File: config.mk
export PLATFORM = sky130hd
export DESIGN_NAME = spi_mem_front
export DESIGN_NICKNAME = d
export VERILOG_FILES = /design/src/rtl/spi_front_pkg.sv /design/src/rtl/spi_in_sync.sv /design/src/rtl/spi_bit_engine.sv /design/src/rtl/spi_cmd_ctrl.sv /design/src/rtl/spi_mem_front.sv
export SDC_FILE = /design/constraint.sdc
export NUM_CORES = 1
export LEC_CHECK = 0
export BUFFER_PORTS_ARGS = -buffer_cell sky130_fd_sc_hd__buf_2
export CAP_MARGIN = 25
export CORE_MARGIN = 5
export CORE_UTILIZATION = 45
export CTS_BUF_LIST = sky130_fd_sc_hd__clkbuf_4 sky130_fd_sc_hd__clkbuf_8 sky130_fd_sc_hd__clkbuf_16
export DETAILED_ROUTE_END_ITERATION = 12
export PLACE_DENSITY = 0.65
export SETUP_SLACK_MARGIN = 0.05
export SYNTH_ARGS = -nofsm -noshare
export SYNTH_HDL_FRONTEND = slang
export SYNTH_SLANG_ARGS = --single-unit
File: constraint.sdc
create_clock -name clk -period 7.01 [get_ports clk]
set_input_delay 0.701 -clock clk [delete_from_list [all_inputs] [get_ports clk]]
set_output_delay 0.701 -clock clk [all_outputs]
set_load 0.05 [all_outputs]
File: src/rtl/spi_front_pkg.sv
package spi_front_pkg;

  localparam int BYTE_W = 8;

  typedef enum logic [2:0] {
    K_NONE  = 3'd0,
    K_WREN  = 3'd1,
    K_WRDI  = 3'd2,
    K_RDSR  = 3'd3,
    K_WRSR  = 3'd4,
    K_READ  = 3'd5,
    K_WRITE = 3'd6
  } cmd_kind_e;

  // Opcode byte to command kind; unknown codes map to K_NONE.
  function automatic cmd_kind_e decode_op(input logic [7:0] op);
    case (op)
      8'h06:   return K_WREN;
      8'h04:   return K_WRDI;
      8'h05:   return K_RDSR;
      8'h01:   return K_WRSR;
      8'h03:   return K_READ;
      8'h02:   return K_WRITE;
      default: return K_NONE;
    endcase
  endfunction

  function automatic logic kind_reads(input cmd_kind_e k);
    return (k == K_RDSR) || (k == K_READ);
  endfunction

  function automatic logic kind_takes_data(input cmd_kind_e k);
    return (k == K_WRSR) || (k == K_WRITE);
  endfunction

  function automatic logic kind_has_addr(input cmd_kind_e k);
    return (k == K_READ) || (k == K_WRITE);
  endfunction

  // Header length in bytes: opcode plus address bytes when present.
  function automatic logic [3:0] hdr_len(input cmd_kind_e k, input logic [3:0] nab);
    return kind_has_addr(k) ? (4'd1 + nab) : 4'd1;
  endfunction

endpackage

File: src/rtl/spi_in_sync.sv
module spi_in_sync #(
  parameter int          WIDTH   = 4,
  parameter int          STAGES  = 2,
  parameter logic [WIDTH-1:0] RST_VAL = '0
) (
  input  logic             clk,
  input  logic             rst_n,
  input  logic [WIDTH-1:0] d_i,
  output logic [WIDTH-1:0] q_o
);

  logic [WIDTH-1:0] stage_q [STAGES];

  genvar s;
  generate
    for (s = 0; s < STAGES; s++) begin : g_stage
      if (s == 0) begin : g_first
        always_ff @(posedge clk or negedge rst_n)
          if (!rst_n) stage_q[0] <= RST_VAL;
          else        stage_q[0] <= d_i;
      end else begin : g_next
        always_ff @(posedge clk or negedge rst_n)
          if (!rst_n) stage_q[s] <= RST_VAL;
          else        stage_q[s] <= stage_q[s-1];
      end
    end
  endgenerate

  assign q_o = stage_q[STAGES-1];

endmodule

File: src/rtl/spi_bit_engine.sv
module spi_bit_engine
  import spi_front_pkg::*;
(
  input  logic              clk,
  input  logic              rst_n,
  input  logic              sck_s,
  input  logic              cs_n_s,
  input  logic              hold_n_s,
  input  logic              si_s,
  input  logic              lock_i,
  input  logic              tx_on_i,
  input  logic              tx_load_i,
  input  logic [BYTE_W-1:0] tx_byte_i,
  output logic              sel_o,
  output logic              cs_fall_o,
  output logic              cs_rise_o,
  output logic              paused_o,
  output logic [2:0]        bitcnt_o,
  output logic              byte_done_o,
  output logic [BYTE_W-1:0] rx_byte_o,
  output logic              so_o,
  output logic              so_oe_o
);

  logic sck_q, cs_q, hold_q;
  logic sck_rise, sck_fall;
  logic pause_enter, pause_leave;
  logic live, shift_in, shift_out;
  logic paused;
  logic [2:0] bitcnt;
  logic [BYTE_W-1:0] rx_sh, tx_sh;

  always_ff @(posedge clk or negedge rst_n)
    if (!rst_n) begin
      sck_q  <= 1'b0;
      cs_q   <= 1'b1;
      hold_q <= 1'b1;
    end else begin
      sck_q  <= sck_s;
      cs_q   <= cs_n_s;
      hold_q <= hold_n_s;
    end

  assign sel_o     = ~cs_n_s;
  assign cs_fall_o = cs_q & ~cs_n_s;
  assign cs_rise_o = ~cs_q & cs_n_s;
  assign sck_rise  = sck_s & ~sck_q;
  assign sck_fall  = ~sck_s & sck_q;

  // Pause edges count only while SCK is low.
  assign pause_enter = sel_o & hold_q & ~hold_n_s & ~sck_s;
  assign pause_leave = sel_o & ~hold_q & hold_n_s & ~sck_s;

  assign live      = sel_o & ~paused & ~lock_i;
  assign shift_in  = live & sck_rise;
  assign shift_out = live & sck_fall & (bitcnt != 3'd0);

  always_ff @(posedge clk or negedge rst_n)
    if (!rst_n)           paused <= 1'b0;
    else if (!sel_o)      paused <= 1'b0;
    else if (pause_enter) paused <= 1'b1;
    else if (pause_leave) paused <= 1'b0;

  always_ff @(posedge clk or negedge rst_n)
    if (!rst_n) begin
      bitcnt      <= 3'd0;
      rx_sh       <= '0;
      byte_done_o <= 1'b0;
      rx_byte_o   <= '0;
    end else begin
      byte_done_o <= 1'b0;
      if (!sel_o) begin
        bitcnt <= 3'd0;
      end else if (shift_in) begin
        bitcnt <= bitcnt + 3'd1;
        rx_sh  <= {rx_sh[BYTE_W-2:0], si_s};
        if (bitcnt == 3'd7) begin
          byte_done_o <= 1'b1;
          rx_byte_o   <= {rx_sh[BYTE_W-2:0], si_s};
        end
      end
    end

  always_ff @(posedge clk or negedge rst_n)
    if (!rst_n)         tx_sh <= '0;
    else if (tx_load_i) tx_sh <= tx_byte_i;
    else if (shift_out) tx_sh <= {tx_sh[BYTE_W-2:0], 1'b0};

  assign paused_o = paused;
  assign bitcnt_o = bitcnt;
  assign so_o     = tx_sh[BYTE_W-1];
  assign so_oe_o  = live & tx_on_i;

endmodule

File: src/rtl/spi_cmd_ctrl.sv
module spi_cmd_ctrl
  import spi_front_pkg::*;
#(
  parameter int ADDR_BYTES = 2,
  localparam int ADDR_W    = 8 * ADDR_BYTES
) (
  input  logic              clk,
  input  logic              rst_n,
  input  logic              sel_i,
  input  logic              cs_fall_i,
  input  logic              cs_rise_i,
  input  logic              byte_done_i,
  input  logic [BYTE_W-1:0] rx_byte_i,
  input  logic [BYTE_W-1:0] rd_data_i,
  output logic              lock_o,
  output logic              tx_on_o,
  output logic              tx_load_o,
  output logic [BYTE_W-1:0] tx_byte_o,
  output logic              cmd_valid_o,
  output logic [2:0]        cmd_kind_o,
  output logic [ADDR_W-1:0] cmd_addr_o,
  output logic              wr_valid_o,
  output logic [BYTE_W-1:0] wr_data_o,
  output logic              rd_req_o,
  output logic              xfer_end_o
);

  localparam logic [3:0] NAB = 4'(ADDR_BYTES);

  cmd_kind_e   kind, kind_now;
  logic [3:0]  byte_idx, hdr;
  logic        in_hdr, last_hdr;
  logic        locked, started, reading, rd_pend;
  logic [ADDR_W-1:0] addr;

  always_comb begin
    kind_now = (byte_idx == 4'd0) ? decode_op(rx_byte_i) : kind;
    hdr      = hdr_len(kind_now, NAB);
    in_hdr   = byte_idx < hdr;
    last_hdr = byte_idx == (hdr - 4'd1);
  end

  always_ff @(posedge clk or negedge rst_n)
    if (!rst_n) begin
      kind        <= K_NONE;
      byte_idx    <= 4'd0;
      locked      <= 1'b0;
      started     <= 1'b0;
      reading     <= 1'b0;
      rd_pend     <= 1'b0;
      addr        <= '0;
      cmd_valid_o <= 1'b0;
      wr_valid_o  <= 1'b0;
      wr_data_o   <= '0;
      rd_req_o    <= 1'b0;
      xfer_end_o  <= 1'b0;
    end else begin
      cmd_valid_o <= 1'b0;
      wr_valid_o  <= 1'b0;
      rd_req_o    <= 1'b0;
      xfer_end_o  <= 1'b0;
      rd_pend     <= rd_req_o;
      if (cs_fall_i) locked <= 1'b0;
      if (cs_rise_i && started) begin
        xfer_end_o <= 1'b1;
        started    <= 1'b0;
      end
      if (!sel_i) begin
        byte_idx <= 4'd0;
        reading  <= 1'b0;
      end else if (byte_done_i && !locked) begin
        if (byte_idx == 4'd0 && kind_now == K_NONE) begin
          locked <= 1'b1;
        end else begin
          if (byte_idx == 4'd0) begin
            kind    <= kind_now;
            started <= 1'b1;
            addr    <= '0;
          end else if (in_hdr) begin
            addr <= (addr << 8) | ADDR_W'(rx_byte_i);
          end
          if (in_hdr && last_hdr) begin
            cmd_valid_o <= 1'b1;
            if (kind_reads(kind_now)) begin
              rd_req_o <= 1'b1;
              reading  <= 1'b1;
            end
          end
          if (!in_hdr) begin
            if (kind_takes_data(kind_now)) begin
              wr_valid_o <= 1'b1;
              wr_data_o  <= rx_byte_i;
            end
            if (reading) rd_req_o <= 1'b1;
          end
          if (in_hdr) byte_idx <= byte_idx + 4'd1;
        end
      end
    end

  assign lock_o     = locked;
  assign tx_on_o    = reading;
  assign tx_load_o  = rd_pend;
  assign tx_byte_o  = rd_data_i;
  assign cmd_kind_o = kind;
  assign cmd_addr_o = addr;

endmodule

File: src/rtl/spi_mem_front.sv
module spi_mem_front
  import spi_front_pkg::*;
#(
  parameter int SYNC_STAGES = 2,
  parameter int ADDR_BYTES  = 2,
  localparam int ADDR_W     = 8 * ADDR_BYTES
) (
  input  logic              clk,
  input  logic              rst_n,
  input  logic              sck_i,
  input  logic              cs_n_i,
  input  logic              hold_n_i,
  input  logic              si_i,
  output logic              so_o,
  output logic              so_oe_o,
  output logic              cmd_valid_o,
  output logic [2:0]        cmd_kind_o,
  output logic [ADDR_W-1:0] cmd_addr_o,
  output logic              wr_valid_o,
  output logic [7:0]        wr_data_o,
  output logic              rd_req_o,
  input  logic [7:0]        rd_data_i,
  output logic              xfer_end_o
);

  logic [3:0] pins_s;
  logic sck_s, cs_n_s, hold_n_s, si_s;
  logic sel, cs_fall, cs_rise, paused, byte_done, locked;
  logic tx_on, tx_load;
  logic [2:0] bitcnt;
  logic [BYTE_W-1:0] rx_byte, tx_byte;

  spi_in_sync #(
    .WIDTH  (4),
    .STAGES (SYNC_STAGES),
    .RST_VAL(4'b0110)
  ) u_sync (
    .clk  (clk),
    .rst_n(rst_n),
    .d_i  ({si_i, hold_n_i, cs_n_i, sck_i}),
    .q_o  (pins_s)
  );

  assign sck_s    = pins_s[0];
  assign cs_n_s   = pins_s[1];
  assign hold_n_s = pins_s[2];
  assign si_s     = pins_s[3];

  spi_bit_engine u_bits (
    .clk        (clk),
    .rst_n      (rst_n),
    .sck_s      (sck_s),
    .cs_n_s     (cs_n_s),
    .hold_n_s   (hold_n_s),
    .si_s       (si_s),
    .lock_i     (locked),
    .tx_on_i    (tx_on),
    .tx_load_i  (tx_load),
    .tx_byte_i  (tx_byte),
    .sel_o      (sel),
    .cs_fall_o  (cs_fall),
    .cs_rise_o  (cs_rise),
    .paused_o   (paused),
    .bitcnt_o   (bitcnt),
    .byte_done_o(byte_done),
    .rx_byte_o  (rx_byte),
    .so_o       (so_o),
    .so_oe_o    (so_oe_o)
  );

  spi_cmd_ctrl #(.ADDR_BYTES(ADDR_BYTES)) u_ctrl (
    .clk        (clk),
    .rst_n      (rst_n),
    .sel_i      (sel),
    .cs_fall_i  (cs_fall),
    .cs_rise_i  (cs_rise),
    .byte_done_i(byte_done),
    .rx_byte_i  (rx_byte),
    .rd_data_i  (rd_data_i),
    .lock_o     (locked),
    .tx_on_o    (tx_on),
    .tx_load_o  (tx_load),
    .tx_byte_o  (tx_byte),
    .cmd_valid_o(cmd_valid_o),
    .cmd_kind_o (cmd_kind_o),
    .cmd_addr_o (cmd_addr_o),
    .wr_valid_o (wr_valid_o),
    .wr_data_o  (wr_data_o),
    .rd_req_o   (rd_req_o),
    .xfer_end_o (xfer_end_o)
  );

endmodule

==> After elaboration in Yosys (flattened, before gate mapping) <==
Index checks and enable logic that the tools add are counted.
{ "op_classes": {"n_addsub": 3, "magnitude_cmp": 1, "eq_ne": 13, "mux": 50, "bitwise": 27, "n_reduce_logical": 26} }
{ "op_table": {"columns": ["cell", "n"], "rows": [
  ["2-to-1 mux 1 bit", 37],
  ["2-to-1 mux 16 bit", 2],
  ["equality test 8 x 3 -> 1 bit (second input constant)", 3],
  ["one-hot mux 3 bit (6 select lines)", 1],
  ["bitwise AND 1 bit", 16],
  ["equality test 8 x 2 -> 1 bit (second input constant)", 2],
  ["2-to-1 mux 4 bit", 4],
  ["2-to-1 mux 8 bit", 2],
  ["bitwise OR 16 x 8 -> 16 bit", 1],
  ["nonzero test 2 bit", 7],
  ["equality test 3 bit (second input constant)", 4],
  ["AND reduction 4 bit", 3],
  ["inverter 1 bit", 10],
  ["2-to-1 mux 3 bit", 3],
  ["equality test 8 x 1 -> 1 bit (second input constant)", 1],
  ["AND reduction 3 bit", 2],
  ["nonzero test 3 bit", 2],
  ["AND reduction 5 bit", 1],
  ["adder 4 x 1 -> 4 bit (second input constant)", 1],
  ["equality test 4 bit", 1],
  ["logical AND 1 bit", 4],
  ["zero test 4 bit", 1],
  ["less-than comparator 4 bit", 1],
  ["subtractor 4 x 1 -> 4 bit (second input constant)", 1],
  ["other kinds (8)", 10]
]} }
{ "word_totals": {"register_bits": 78, "in_bits": 14, "out_inout_bits": 33, "elab_cells": 143} }

==> Depth between registers and ports, before layout <==
{ "logic_depth": {"word_depth": 15, "depth_mapped": 13, "depth_no_buf": 11} }

==> By module <==
A second synthesis with hierarchy kept.
{ "unflattened": {"cells_unflattened": 262, "area_unflattened_um2": 3427.0} }
{ "by_module_without_submodules": {"columns": ["module", "instances", "cells_each", "area_each_um2", "seq_area_each_um2"], "rows": [
  ["spi_cmd_ctrl", 1, 141, 1796.7, 975.9],
  ["spi_bit_engine", 1, 109, 1395.1, 778.2],
  ["spi_in_sync", 1, 12, 235.2, 205.2]
]} }

==> Least setup slack after synthesis <==
OpenSTA, ideal clock, no wires.
{ "synth_path": {"path_kind": "flip-flop to flip-flop", "start": "reg u_ctrl.byte_idx[0]", "end": "reg u_ctrl.addr[7] (netlist: u_ctrl.cmd_addr_o[7])", "setup_time_ns": 0.065, "arrival_time_ns": 3.367, "required_ns": 6.945, "path_slack_ns": 3.578, "path_stages_with_launch": 14, "path_buffers": 3, "synth_period_minus_slack_ns": 3.432, "path_cell_list": "dfrtp_1 > inv_1 > ha_1 > or3b_2 > clkbuf_1 > nor4_1 > a31oi_1 > ha_1 > nor3_1 > a21boi_0 > and3_1 > clkbuf_1 > clkbuf_1 > a22o_2"} }
{ "synth_via": {"elab_chain_cells": 8, "word_cells_on_any_way": 13, "classes_between": "1 x order compare; 2 x eq/ne; 3 x mux; 1 x bitwise; 6 x reduce/logical"} }
{ "synth_rtl": {"columns": ["element", "line", "text"], "rows": [
  ["from (decl)", "spi_cmd_ctrl.sv:31", "logic [3:0] byte_idx, hdr;"],
  ["from (signal assigned)", "spi_cmd_ctrl.sv:96", "if (in_hdr) byte_idx <= byte_idx + 4'd1;"],
  ["zero test 4 bit", "spi_cmd_ctrl.sv:37, spi_cmd_ctrl.sv:72, spi_cmd_ctrl.sv:75", null],
  ["2-to-1 mux 3 bit", "spi_cmd_ctrl.sv:37", "kind_now = (byte_idx == 4'd0) ? decode_op(rx_byte_i) : kind;"],
  ["equality test 3 bit", "spi_front_pkg.sv:37", "return (k == K_READ) || (k == K_WRITE);"],
  ["logical OR 1 bit", "spi_front_pkg.sv:37", null],
  ["2-to-1 mux 2 bit", "spi_front_pkg.sv:42", "return kind_has_addr(k) ? (4'd1 + nab) : 4'd1;"],
  ["less-than comparator 4 bit", "spi_cmd_ctrl.sv:39", "in_hdr = byte_idx < hdr;"],
  ["nonzero test 2 bit (no line)", null, null],
  ["AND reduction 4 bit (no line)", null, null],
  ["to (signal assigned)", "spi_cmd_ctrl.sv:80", "addr <= (addr << 8) | ADDR_W'(rx_byte_i);"],
  ["to (decl)", "spi_cmd_ctrl.sv:34", "logic [ADDR_W-1:0] addr;"]
]} }
Parallel ways exist; a longest one is shown, timed or not.
A chain may end at the register's enable or synchronous reset.

==> Final worst setup path <==
Same ends and word-level chain as after synthesis.

==> flow_summary.toml <==
[run_status]
outcome = "completed"

[routing]
route.detailed.drc = 0
drtPass1Iterations = 4
first_iter_violations = 97
num_vias = 2144
antenna_left = 0
vias_per_cell = 5.19
avgRoutedWirePerCell_um = 14.3
routed_wl_um = 5890

[timing]
rsz0062_at_grt = "false"
setup_tns_ns = 0
fin_crit_ns = 3.73
fin_crit_sh_pct = 53.2
drv_slew = 0
fin_worst_skew_ns = 0.0152
worst_pin_slew_ns = 0.753
fmax_ghz = 0.268
final_hold_viol_count = 0
setup_violations = 0
slew_headroom_pct = 49.3

[floorplan]
start_util_pct = 46.5
ioPinCount = 47
die-area_mm2 = 0.00888
fp.dieH_um = 94.3
row_count = 30
die_w_um = 94.3
core-area_mm2 = 0.00687

[clock_tree]
cts_buffers = 9
cts.repair_timing.setup_buffer_count = 0
cts_tree = "yes"
htree_levels = 3
clkSinkCount = 78
ctsHoldBuffers = 0
clkLatencyLatePin_ns = 0.35
cts_root_buf = "clkbuf_8"
clkTransAtPathRegs_ns = 0.08
postCtsResizedCells = 0
cts_buffer_depth = 2

[layout]
final_cell_mix = "72 x dfrtp_1, 45 x buf_2, 41 x nand2_1, 17 x mux2_2, 15 x a22o_1"
final_area_mm2 = 0.00377
regArea_mm2 = 0.00196
n_antenna_cell = 0
n_fill_cell = 593
fin_nets = 332
syn2layout_area_growth_pct = 18.1
final_layout_size_suffix_gt1_share_pct = 28.7
layout_commonest_cell = "dfrtp_1"
final_cells = 413
final_util_pct = 54.9
multi_input_area_mm2 = 0.00114

[grt]
grt_pass1_wl_um = 9880
grt_pass1_vias = 1988
antenna_found_initial = 0
grt_max_degree = 79
grt_usage_pct = 14.4
overflow = 0

[synth]
yosysSeqAreaShare_pct = 61.3
yosys_warnings = 0
syn_area_per_cell_um2 = 12.0
ys_types = 44
syn_area_mm2 = 0.00319
syn_inst = 266
synth_edf_count = 0
ys_ff_latch = 78
async_flop_share_pct = 100
synth_top_flop_cell = "dfrtp_1"
syn_nets = 286

[place]
dp_cells = 396
portBuffers = 46
dpl_cell_area_mm2 = 0.00350
dp_hpwl_um = 4030
routabilityCongestion = 0.849

[power]
ir_drop_mv = 0.112
p_clk_share_pct = 44.0
p_total_uw = 928
internal_power_uw = 732
leakagePower_uw = 0.00195
switching_power_uw = 197
power_density_mw_per_mm2 = 246
seqPwrFrac_pct = 52.2
netSwitchingFraction_pct = 21.2
pwr-share-comb_pct = 3.8

[setup_path]
startpoint = "u_ctrl.byte_idx[0]"
cp_max_fo = 16
crit_required_ns = 7.25
r2r_start = "u_ctrl.byte_idx[0]"
worst_setup_path_start_kind = "register"
arrival_ns = 3.97
path_class = "register to register"
end_kind = "register"

[run]
maxCapViolCount = 0

[min_path]
hold_class = "primary input to async pin"
state kept, by name (all words and copies together), names as in the netlist, 4 cells and up:
register and flops:
u_sync.q_o 4, u_bits.rx_sh 7, u_ctrl.wr_data_o 8, u_sync.stage_q 4, u_ctrl.cmd_addr_o 16, u_bits.rx_byte_o 8, u_ctrl.byte_idx 4, u_bits.tx_sh 8
synthesized netlist by cell type, types with 2 or more instances:
master	n	area (um2)
a21oi_1	6	30.0
a22o_1	15	131
and3_1	3	18.8
clkbuf_1	10	37.5
dfrtp_1	72	1800
dfstp_2	6	158
ha_1	6	75.1
inv_1	12	45.0
mux2_2	17	191
mux2i_1	9	90.1
nand2_1	41	154
nand2b_1	2	12.5
nand3_1	5	25.0
nor2_1	6	22.5
nor2b_1	3	18.8
nor3_1	3	15.0
nor3b_1	2	15.0
nor4_1	3	18.8
o21ai_0	14	70.1
o22ai_1	2	12.5
o31ai_1	3	22.5
or3b_2	2	17.5
xnor2_1	2	17.5
xor2_1	2	17.5
stage by stage:
stage / worst slack (ns) / hold WS, ns
after detailed placement: 3.33 / 0.335
after global placement: 3.45 / 0.333
final: 3.28 / 0.313
after global routing: 2.97 / 0.290
after CTS: 3.30 / 0.354
after floorplan: 3.58 / 0.331
power by group through the flow:
stage	clock [uW]	sequential, uW	combinational (uW)
5_1_grt	437	488	42.3
3_5_place_dp	0	494	34.2
3_3_place_gp	0	493	33.1
2_1_floorplan	0	489	19.2
4_1_cts	419	485	34.3
6_report	408	485	34.9
metal layers:
metal	share of wire [%]	track usage (%)	wire length, um
met5	0	0	0
met4	2.1	8.30	125
met1	47	19.6	2770
met3	3.8	2.64	222
met2	47	21.5	2760
final cells by class:
cell class / instances / area share [%]
clock buffer: 11 / 3.68
clock inverter: 5 / 2.82
inverter: 12 / 1.19
multi-input combinational: 164 / 30.3
sequential: 78 / 51.9
tap: 96 / 3.18
timing repair buffer: 47 / 6.90
cells by family (layout without fill, tap and decap cells):
group	count (synthesis)	in the layout	synth area share, %
simple gates	77	77	11.7
mux	26	26	8.81
flops	78	78	61.3
fa+ha+maj	6	6	2.35
buf+inv	24	75	2.86
xor+xnor	4	4	1.10
compound gates	51	51	11.8
final timing paths:
path	cells after the start	endpoint	slack, ns
min in group clk	0	u_sync.q_o[0]	0.35
max in group asynchronous	2	u_bits.tx_sh[0]	6.32
worst min register to register	0	u_sync.q_o[0]	0.35
worst max register to register	11	u_ctrl.cmd_addr_o[7]	3.28
worst min-delay path	1	u_sync.q_o[2]	0.31
worst max-delay path	11	u_ctrl.cmd_addr_o[7]	3.28
critical path: stages (launching register included):
cell and delay (ns):
dfrtp_1 0.40, inv_1 0.12, ha_1 0.16, or3b_2 0.58, nor4_1 0.28, a31oi_1 0.08, ha_1 0.19, nor3_1 0.23
a21boi_0 0.65, mux2_2 0.28, nand2_1 0.31, a22o_2 0.33
Power figures use the tool's default switching activity.
